### src/rtl/irq_pkg.sv
package irq_pkg;

    typedef enum logic [2:0] {
        ST_IDLE,
        ST_ACK_BUS,
        ST_ACK_VEC,
        ST_PUSH,
        ST_RD_LO,
        ST_RD_HI,
        ST_JUMP
    } seq_state_t;

    typedef enum logic [1:0] {
        SRC_NMI,
        SRC_FIX,
        SRC_TAB
    } entry_src_t;

    typedef enum logic [1:0] {
        IM_0 = 2'd0,
        IM_1 = 2'd1,
        IM_2 = 2'd2
    } im_mode_t;

endpackage

### src/rtl/irq_nmi_latch.sv
module irq_nmi_latch (
    input  logic clk,
    input  logic rst_n,
    input  logic nmi_n,
    input  logic clr,
    output logic pend
);
    logic nmi_q;
    logic fall;

    assign fall = nmi_q && !nmi_n;

    always_ff @(posedge clk) begin
        if (!rst_n) begin
            nmi_q <= 1'b1;
            pend  <= 1'b0;
        end else begin
            nmi_q <= nmi_n;
            if (fall)
                pend <= 1'b1;
            else if (clr)
                pend <= 1'b0;
        end
    end

    AST_EDGE_CAUGHT: assert property (@(posedge clk) disable iff (!rst_n)
        $fell(nmi_n) |=> pend);
    AST_EDGE_HELD: assert property (@(posedge clk) disable iff (!rst_n)
        (pend && !clr) |=> pend);

endmodule

### src/rtl/irq_flags.sv
module irq_flags
    import irq_pkg::*;
(
    input  logic     clk,
    input  logic     rst_n,
    input  logic     op_ei,
    input  logic     op_di,
    input  logic     op_im0,
    input  logic     op_im1,
    input  logic     op_im2,
    input  logic     op_reti,
    input  logic     op_retn,
    input  logic     take_nmi,
    input  logic     take_int,
    output logic     iff1,
    output logic     iff2,
    output im_mode_t mode
);
    logic ret_any;
    assign ret_any = op_reti || op_retn;

    always_ff @(posedge clk) begin
        if (!rst_n) begin
            iff1 <= 1'b0;
            iff2 <= 1'b0;
            mode <= IM_0;
        end else begin
            if (take_nmi) begin
                iff2 <= iff1;
                iff1 <= 1'b0;
            end else if (take_int) begin
                iff1 <= 1'b0;
                iff2 <= 1'b0;
            end else if (ret_any) begin
                iff1 <= iff2;
            end else if (op_ei) begin
                iff1 <= 1'b1;
                iff2 <= 1'b1;
            end else if (op_di) begin
                iff1 <= 1'b0;
                iff2 <= 1'b0;
            end

            if (op_im2)
                mode <= IM_2;
            else if (op_im1)
                mode <= IM_1;
            else if (op_im0)
                mode <= IM_0;
        end
    end

    AST_NMI_SAVE: assert property (@(posedge clk) disable iff (!rst_n)
        take_nmi |=> (!iff1 && (iff2 == $past(iff1))));
    AST_RET_RESTORE: assert property (@(posedge clk) disable iff (!rst_n)
        (ret_any && !take_nmi && !take_int) |=> (iff1 == $past(iff2)));

endmodule

### src/rtl/irq_seq.sv
module irq_seq
    import irq_pkg::*;
#(
    parameter int          DATA_W    = 8,
    parameter int          ADDR_W    = 2 * DATA_W,
    parameter logic [15:0] VEC_FIXED = 16'h0038,
    parameter logic [15:0] VEC_NMI   = 16'h0066
) (
    input  logic              clk,
    input  logic              rst_n,
    input  logic              instr_done,
    input  logic              nmi_pend,
    input  logic              int_req,
    input  im_mode_t          mode,
    input  logic [DATA_W-1:0] i_reg,
    input  logic [DATA_W-1:0] bus_data,
    output logic              take_nmi,
    output logic              take_int,
    output logic              ack_m1,
    output logic              ack_iorq,
    output logic              push_pc,
    output logic              mem_rd,
    output logic [ADDR_W-1:0] mem_addr,
    output logic              jump_valid,
    output logic [ADDR_W-1:0] jump_addr
);
    seq_state_t        state, state_nx;
    entry_src_t        src, src_nx;
    logic [ADDR_W-1:0] ptr;
    logic [DATA_W-1:0] lo_q, hi_q;
    logic              idle;

    assign idle     = (state == ST_IDLE);
    assign take_nmi = idle && instr_done && nmi_pend;
    assign take_int = idle && instr_done && !nmi_pend && int_req;

    // next-state decision
    always_comb begin
        state_nx = state;
        src_nx   = src;
        unique case (state)
            ST_IDLE: begin
                if (take_nmi) begin
                    state_nx = ST_PUSH;
                    src_nx   = SRC_NMI;
                end else if (take_int) begin
                    unique case (mode)
                        IM_1: begin
                            state_nx = ST_PUSH;
                            src_nx   = SRC_FIX;
                        end
                        IM_2: begin
                            state_nx = ST_ACK_VEC;
                            src_nx   = SRC_TAB;
                        end
                        default: state_nx = ST_ACK_BUS;
                    endcase
                end
            end
            ST_ACK_BUS: state_nx = ST_IDLE;
            ST_ACK_VEC: state_nx = ST_PUSH;
            ST_PUSH:    state_nx = (src == SRC_TAB) ? ST_RD_LO : ST_JUMP;
            ST_RD_LO:   state_nx = ST_RD_HI;
            ST_RD_HI:   state_nx = ST_JUMP;
            ST_JUMP:    state_nx = ST_IDLE;
            default:    state_nx = ST_IDLE;
        endcase
    end

    // state register and captured data
    always_ff @(posedge clk) begin
        if (!rst_n) begin
            state <= ST_IDLE;
            src   <= SRC_NMI;
            ptr   <= '0;
            lo_q  <= '0;
            hi_q  <= '0;
        end else begin
            state <= state_nx;
            src   <= src_nx;
            if (state == ST_ACK_VEC)
                ptr <= {i_reg, bus_data[DATA_W-1:1], 1'b0};
            if (state == ST_RD_LO)
                lo_q <= bus_data;
            if (state == ST_RD_HI)
                hi_q <= bus_data;
        end
    end

    // outputs decoded from state
    always_comb begin
        ack_m1     = 1'b0;
        ack_iorq   = 1'b0;
        push_pc    = 1'b0;
        mem_rd     = 1'b0;
        mem_addr   = '0;
        jump_valid = 1'b0;
        jump_addr  = '0;
        unique case (state)
            ST_ACK_BUS, ST_ACK_VEC: begin
                ack_m1   = 1'b1;
                ack_iorq = 1'b1;
            end
            ST_PUSH: push_pc = 1'b1;
            ST_RD_LO: begin
                mem_rd   = 1'b1;
                mem_addr = ptr;
            end
            ST_RD_HI: begin
                mem_rd   = 1'b1;
                mem_addr = ptr + 1'b1;
            end
            ST_JUMP: begin
                jump_valid = 1'b1;
                unique case (src)
                    SRC_NMI: jump_addr = VEC_NMI[ADDR_W-1:0];
                    SRC_FIX: jump_addr = VEC_FIXED[ADDR_W-1:0];
                    default: jump_addr = {hi_q, lo_q};
                endcase
            end
            default: ;
        endcase
    end

    AST_ONE_ACTION: assert property (@(posedge clk) disable iff (!rst_n)
        $onehot0({ack_m1, push_pc, mem_rd, jump_valid}));
    AST_PUSH_THEN_GO: assert property (@(posedge clk) disable iff (!rst_n)
        push_pc |=> (jump_valid || mem_rd));
    AST_PTR_EVEN: assert property (@(posedge clk) disable iff (!rst_n)
        (mem_rd && $past(push_pc)) |-> !mem_addr[0]);

endmodule

### src/rtl/irq_mode_ctrl.sv
module irq_mode_ctrl
    import irq_pkg::*;
#(
    parameter int DATA_W = 8,
    localparam int ADDR_W = 2 * DATA_W
) (
    input  logic              clk,
    input  logic              rst_n,
    input  logic              int_n,
    input  logic              nmi_n,
    input  logic              instr_done,
    input  logic              op_ei,
    input  logic              op_di,
    input  logic              op_im0,
    input  logic              op_im1,
    input  logic              op_im2,
    input  logic              op_reti,
    input  logic              op_retn,
    input  logic [DATA_W-1:0] i_reg,
    input  logic [DATA_W-1:0] bus_data,
    output logic              ack_m1,
    output logic              ack_iorq,
    output logic              push_pc,
    output logic              mem_rd,
    output logic [ADDR_W-1:0] mem_addr,
    output logic              jump_valid,
    output logic [ADDR_W-1:0] jump_addr,
    output logic              irq_en1,
    output logic              irq_en2,
    output logic [1:0]        im_mode
);
    logic     nmi_pend;
    logic     take_nmi;
    logic     take_int;
    im_mode_t mode;

    assign im_mode = mode;

    irq_nmi_latch u_nmi (
        .clk   (clk),
        .rst_n (rst_n),
        .nmi_n (nmi_n),
        .clr   (take_nmi),
        .pend  (nmi_pend)
    );

    irq_flags u_flags (
        .clk      (clk),
        .rst_n    (rst_n),
        .op_ei    (op_ei),
        .op_di    (op_di),
        .op_im0   (op_im0),
        .op_im1   (op_im1),
        .op_im2   (op_im2),
        .op_reti  (op_reti),
        .op_retn  (op_retn),
        .take_nmi (take_nmi),
        .take_int (take_int),
        .iff1     (irq_en1),
        .iff2     (irq_en2),
        .mode     (mode)
    );

    irq_seq #(
        .DATA_W (DATA_W),
        .ADDR_W (ADDR_W)
    ) u_seq (
        .clk        (clk),
        .rst_n      (rst_n),
        .instr_done (instr_done),
        .nmi_pend   (nmi_pend),
        .int_req    (irq_en1 && !int_n),
        .mode       (mode),
        .i_reg      (i_reg),
        .bus_data   (bus_data),
        .take_nmi   (take_nmi),
        .take_int   (take_int),
        .ack_m1     (ack_m1),
        .ack_iorq   (ack_iorq),
        .push_pc    (push_pc),
        .mem_rd     (mem_rd),
        .mem_addr   (mem_addr),
        .jump_valid (jump_valid),
        .jump_addr  (jump_addr)
    );

    AST_INT_CLEARS: assert property (@(posedge clk) disable iff (!rst_n)
        take_int |=> (!irq_en1 && !irq_en2));
    AST_NMI_CONSUMED: assert property (@(posedge clk) disable iff (!rst_n)
        (take_nmi && nmi_n) |=> !nmi_pend);

endmodule

### config.mk
export PLATFORM = sky130hd
export DESIGN_NAME = irq_mode_ctrl
export DESIGN_NICKNAME = d
export VERILOG_FILES = /design/src/rtl/irq_pkg.sv /design/src/rtl/irq_nmi_latch.sv /design/src/rtl/irq_flags.sv /design/src/rtl/irq_seq.sv /design/src/rtl/irq_mode_ctrl.sv
export SDC_FILE = /design/constraint.sdc
export NUM_CORES = 1
export LEC_CHECK = 0
export BUFFER_PORTS_ARGS = -buffer_cell sky130_fd_sc_hd__buf_2
export CORE_AREA = 3 3 81 83
export CTS_CLUSTER_DIAMETER = 30
export DETAILED_ROUTE_END_ITERATION = 10
export DIE_AREA = 0 0 84 86
export SYNTH_ARGS = -nofsm -noshare
export SYNTH_HDL_FRONTEND = slang
export SYNTH_SLANG_ARGS = --single-unit
### constraint.sdc
create_clock -name clk -period 2.2 [get_ports clk]
set_input_delay 0.66 -clock clk [delete_from_list [all_inputs] [get_ports clk]]
set_output_delay 0.66 -clock clk [all_outputs]
set_load 0.005 [all_outputs]
# After elaboration in Yosys (flattened, before gate mapping)
# Cells that the tools add are included.
# totals
ff_bits	42
# classes
n_bitwise	1
n_addsub	1
reduce_logical	25
n_mux	26
eq_ne	12
# op_table
op	count
$pmux 16 s2	2
$add 16x1->16 const B	1
$mux 16	1
$pmux 3 s5	1
$mux 1	12
$mux 2	6
$eq 3x3->1 const B	3
$reduce_bool 3->1	3
$pmux 2 s2	2
$eq 3x2->1 const B	2
$logic_and 1x1->1	6
$mux 3	2
$ne 3x3->1 const B	2
$reduce_bool 2->1	3
$reduce_or 2->1	3
$eq 2x1->1 const B	2
$eq 2x2->1 const B	2
$reduce_bool 4->1	1
$eq 3x1->1 const B	1
$logic_not 1->1	3
$logic_not 3->1	1
$reduce_and 3->1	1
$reduce_or 3->1	1
$logic_not 2->1	1
other kinds (3)	3

# Depth between registers and ports, before layout
# depth
depth_word	7
ltp_mapped	7

# By module
# From an unflattened synthesis, not the netlist that was laid out.
# unflattened
hier_cells	248
area_unflattened_um2	2069.5
# by_module_without_submodules
module	area_per_inst_um2	seq_area_each_um2	instances	cells_per_inst
irq_seq	1816.7	720.7	1	221
irq_flags	168.9	80.1	1	20
irq_nmi_latch	70.1	40.0	1	6
irq_mode_ctrl	13.8	0.0	1	1

# Worst setup path after synthesis
# Ideal clock, no wire load.
# synth_path
path_kind	register to output
startpoint	register u_seq.state[1]
endpoint	output port jump_addr[10]
setup_slack_ns	0.381
t_required_ns	1.540
path_buffers	3
t_arrival_ns	1.159
path_stages_with_launch	8
cell_sequence	dfxtp_1 buf_6 nand2_2 or2_1 buf_6 clkinv_2 buf_6 and3_1
# synth_between
elab_chain_len	2
# synth_rtl
element	line_no	text
from (decl)	irq_seq.sv:27	seq_state_t state, state_nx;
from (signal assigned)	irq_seq.sv:79	state <= state_nx;
$eq 3x3->1	irq_seq.sv:99	unique case (state)
$mux 16	irq_seq.sv:99	
to (decl)	irq_mode_ctrl.sv:27	output logic [ADDR_W-1:0] jump_addr,
# No other way between the ends.

# Final worst setup path
# layout_path
startpoint	register u_seq.state[2]
endpoint	output port jump_addr[8]
# Same word-level chain as after synthesis.

==> flow_metrics.py <==
metrics = {
    "floorplan": {
        "chipWidth_um": 84,
        "die_y_um": 86,
        "fp.coreArea_um2": 5920,
        "ios": 69,
        "num_rows": 28,
        "start_util": 0.345,
        "die-area_um2": 7220,
    },
    "final_layout": {
        "fin_nets": 338,
        "drive_gt1_frac": 0.307,
        "layout.cells.non_filler": 384,
        "final_cell_mix": "68 x buf_2, 55 x nand2_1, 41 x dfxtp_1",
        "area_growth_pct": 22.9,
        "layout.cells.most_common": "buf_2",
        "post-route-util": 0.425,
        "diodes": 0,
        "nFillCells": 652,
    },
    "pwr": {
        "pwr-share-clk": 0.335,
        "power_switching_uw": 376,
        "ir_drop_uv": 246,
        "p_leak_nw": 1.11,
        "seqPwrFrac": 0.547,
        "swShare": 0.257,
        "power_per_cell_area_nw_per_um2": 583,
        "p_int_mw": 1.09,
        "comb_power_share": 0.118,
    },
    "synthesis": {
        "syn_nets": 273,
        "synth_area_per_cell_um2": 8.41,
        "ys_types": 40,
        "ys_ff_latch": 42,
        "synth-seq-area-share": 0.411,
        "syn_inst": 243,
        "synth_warnings": 0,
        "asyncSetResetFlopFracSynth": 0,
        "syn_area_um2": 2040,
        "synth_flop_cell": "dfxtp_1",
        "synth-edff-count": 0,
    },
    "cts": {
        "root_buffer": "clkbuf_8",
        "clockBufferDepth": 2,
        "cts_sinks": 42,
        "h-tree-depth": 2,
        "clock_latency_ns": 0.29,
        "cts_tree": "built",
        "post_cts_buffers": 0,
        "clk_pin_slew_ns": 0.08,
        "cts_resized": 0,
        "holdBufCountCts": 0,
        "cts_made_buffers": 5,
    },
    "global_route": {
        "grt_pass1_vias": 1658,
        "grt_max_degree": 27,
        "grt_usage": 0.135,
        "grt_pass1_wl_um": 7870,
        "antenna_found_initial": 0,
        "grt-ovfl-total": 0,
    },
    "critical_path": {
        "cp_cell_sequence": "nand2_2, or2_4, clkinvlp_4, and3_1, buf_2",
        "critPathMaxFanout": 7,
        "endpoint_kind": "output pin",
        "reg2reg_slack_ns": 0.59,
        "slowest_delay_ns": 0.39,
        "critPathTopFamily": "simple AND/OR/NAND/NOR gates",
        "startpoint": "u_seq.state[2]",
        "crit_type": "register to output pin",
        "start_kind": "register",
        "crit_required_ns": 1.54,
        "reg2reg_from": "u_seq.state[2]",
        "arrival_ns": 1.43,
        "slowest_stage": "dfxtp_1",
        "crit_buf_inv": 2,
    },
    "route": {
        "drt_iter0_drc": 35,
        "wl_per_cell_um": 12.6,
        "drc": 0,
        "vias": 1792,
        "postRouteAntennaNets": 0,
        "routed_wl_um": 4830,
        "dr.pass1.iters": 4,
        "vias_per_cell": 4.67,
    },
    "timing": {
        "rsz0062_at_grt": "false",
        "period_share": 0.950,
        "fin_crit_ns": 2.09,
        "timing.fmax_mhz": 479,
        "hold_viol": 0,
        "maxSlewViolCount": 0,
        "setup_slack_ns": 0.110,
        "worstMarginPinSlew_ns": 0.572,
        "finalSetupTns_ns": 0,
        "relSlewSlack": 0.619,
        "clock_skew_ns": 0.00856,
        "setup_viol": 0,
    },
    "place": {
        "hpwl_um": 3590,
        "gp_congestion": 0.713,
        "place_inst": 375,
        "place_ws_ns": 0.356,
        "io_buffers": 68,
    },
    "min_path": {
        "hp-class": "register to register",
        "hp-start": "u_seq.ptr[12]",
    },
    "outcome": {
        "status": "complete, no violations",
    },
    "job": {
        "max-cap-violations": 0,
    },
}
[flip-flops by register name (all words and copies together) (netlist names)]
name,cells
u_nmi.pend,1
u_seq.ptr,15
u_seq.state,3
u_seq.lo_q,8
u_flags.iff1,1
u_flags.iff2,1
u_flags.mode,2
u_seq.hi_q,8
u_seq.src,2
u_nmi.nmi_q,1
[routing by layer]
metal,wire (um),vias up,global-route usage
li1,-,934,-
met2,2290,42,0.230
met5,0,-,0
met4,53,0,0.0395
met3,274,6,0.0394
met1,2210,810,0.165
[through the flow]
stage,hold slack (ns),total power [mW],area [um2]
4_1_cts,0.455,1.49,2500
5_1_grt,0.474,1.54,2510
6_report,0.449,1.47,2510
2_1_floorplan,0.430,0.936,2040
3_5_place_dp,0.444,0.996,2410
3_3_place_gp,0.437,0.993,2410
[kinds of logic after synthesis]
group | share of synthesized area
mux | 0.0392
buf+inv | 0.0710
fa+ha+maj | 0.0122
compound gates | 0.147
flops | 0.411
xor+xnor | 0.00428
simple gates | 0.315
[path summary, 6_finish.rpt]
kind                            cells past startpoint            end
worst min register to register                      2  u_seq.ptr[12]
worst min-delay path                                2  u_seq.ptr[12]
worst max-delay path                                5   jump_addr[8]
worst max register to register                      5  u_seq.lo_q[5]
[layout make-up]
cell class	count	area, um2	share of cell area
Timing Repair Buffer	75	393	0.156
Timing Repair inverter	1	7.51	0.00299
Sequential cell	42	842	0.335
Multi-Input combinational cell	177	1060	0.423
Tap cell	75	93.8	0.0373
Clock inverter	2	13.8	0.00548
Inverter	6	27.5	0.0110
Clock buffer	6	72.6	0.0289
[cell usage after synthesis (2+ instances only)]
cell,number,share of area
a21boi_0,13,0.048
a21boi_1,11,0.040
a21oi_1,9,0.022
and2_1,17,0.052
and3_1,10,0.031
buf_2,2,0.0049
buf_4,5,0.018
buf_6,4,0.022
clkbuf_1,7,0.013
dfxtp_1,42,0.41
ha_1,2,0.012
inv_1,4,0.0073
mux2i_1,8,0.039
nand2_1,55,0.10
nand2_2,3,0.0092
nand2b_1,2,0.0061
nand3b_1,3,0.011
nor2_1,8,0.015
nor2b_1,12,0.037
nor3_1,3,0.0073
nor3b_1,2,0.0073
o21a_1,3,0.011
[power groups by stage]
stage / Combinational, mW / Sequential [mW] / Clock (mW)
global route: 0.199 / 0.805 / 0.538
global placement: 0.175 / 0.818 / 0
detailed placement: 0.178 / 0.819 / 0
finish: 0.173 / 0.801 / 0.491
CTS: 0.178 / 0.801 / 0.510
floorplan: 0.119 / 0.817 / 0
[worst reg2reg max path, stage by stage, from the launching register on]
cell and delay [ns]:
dfxtp_1 0.39, nor2b_2 0.21, buf_4 0.17, and2b_1 0.42
mux2i_1 0.26, nor2b_1 0.06
(Power assumes the default switching activity.)
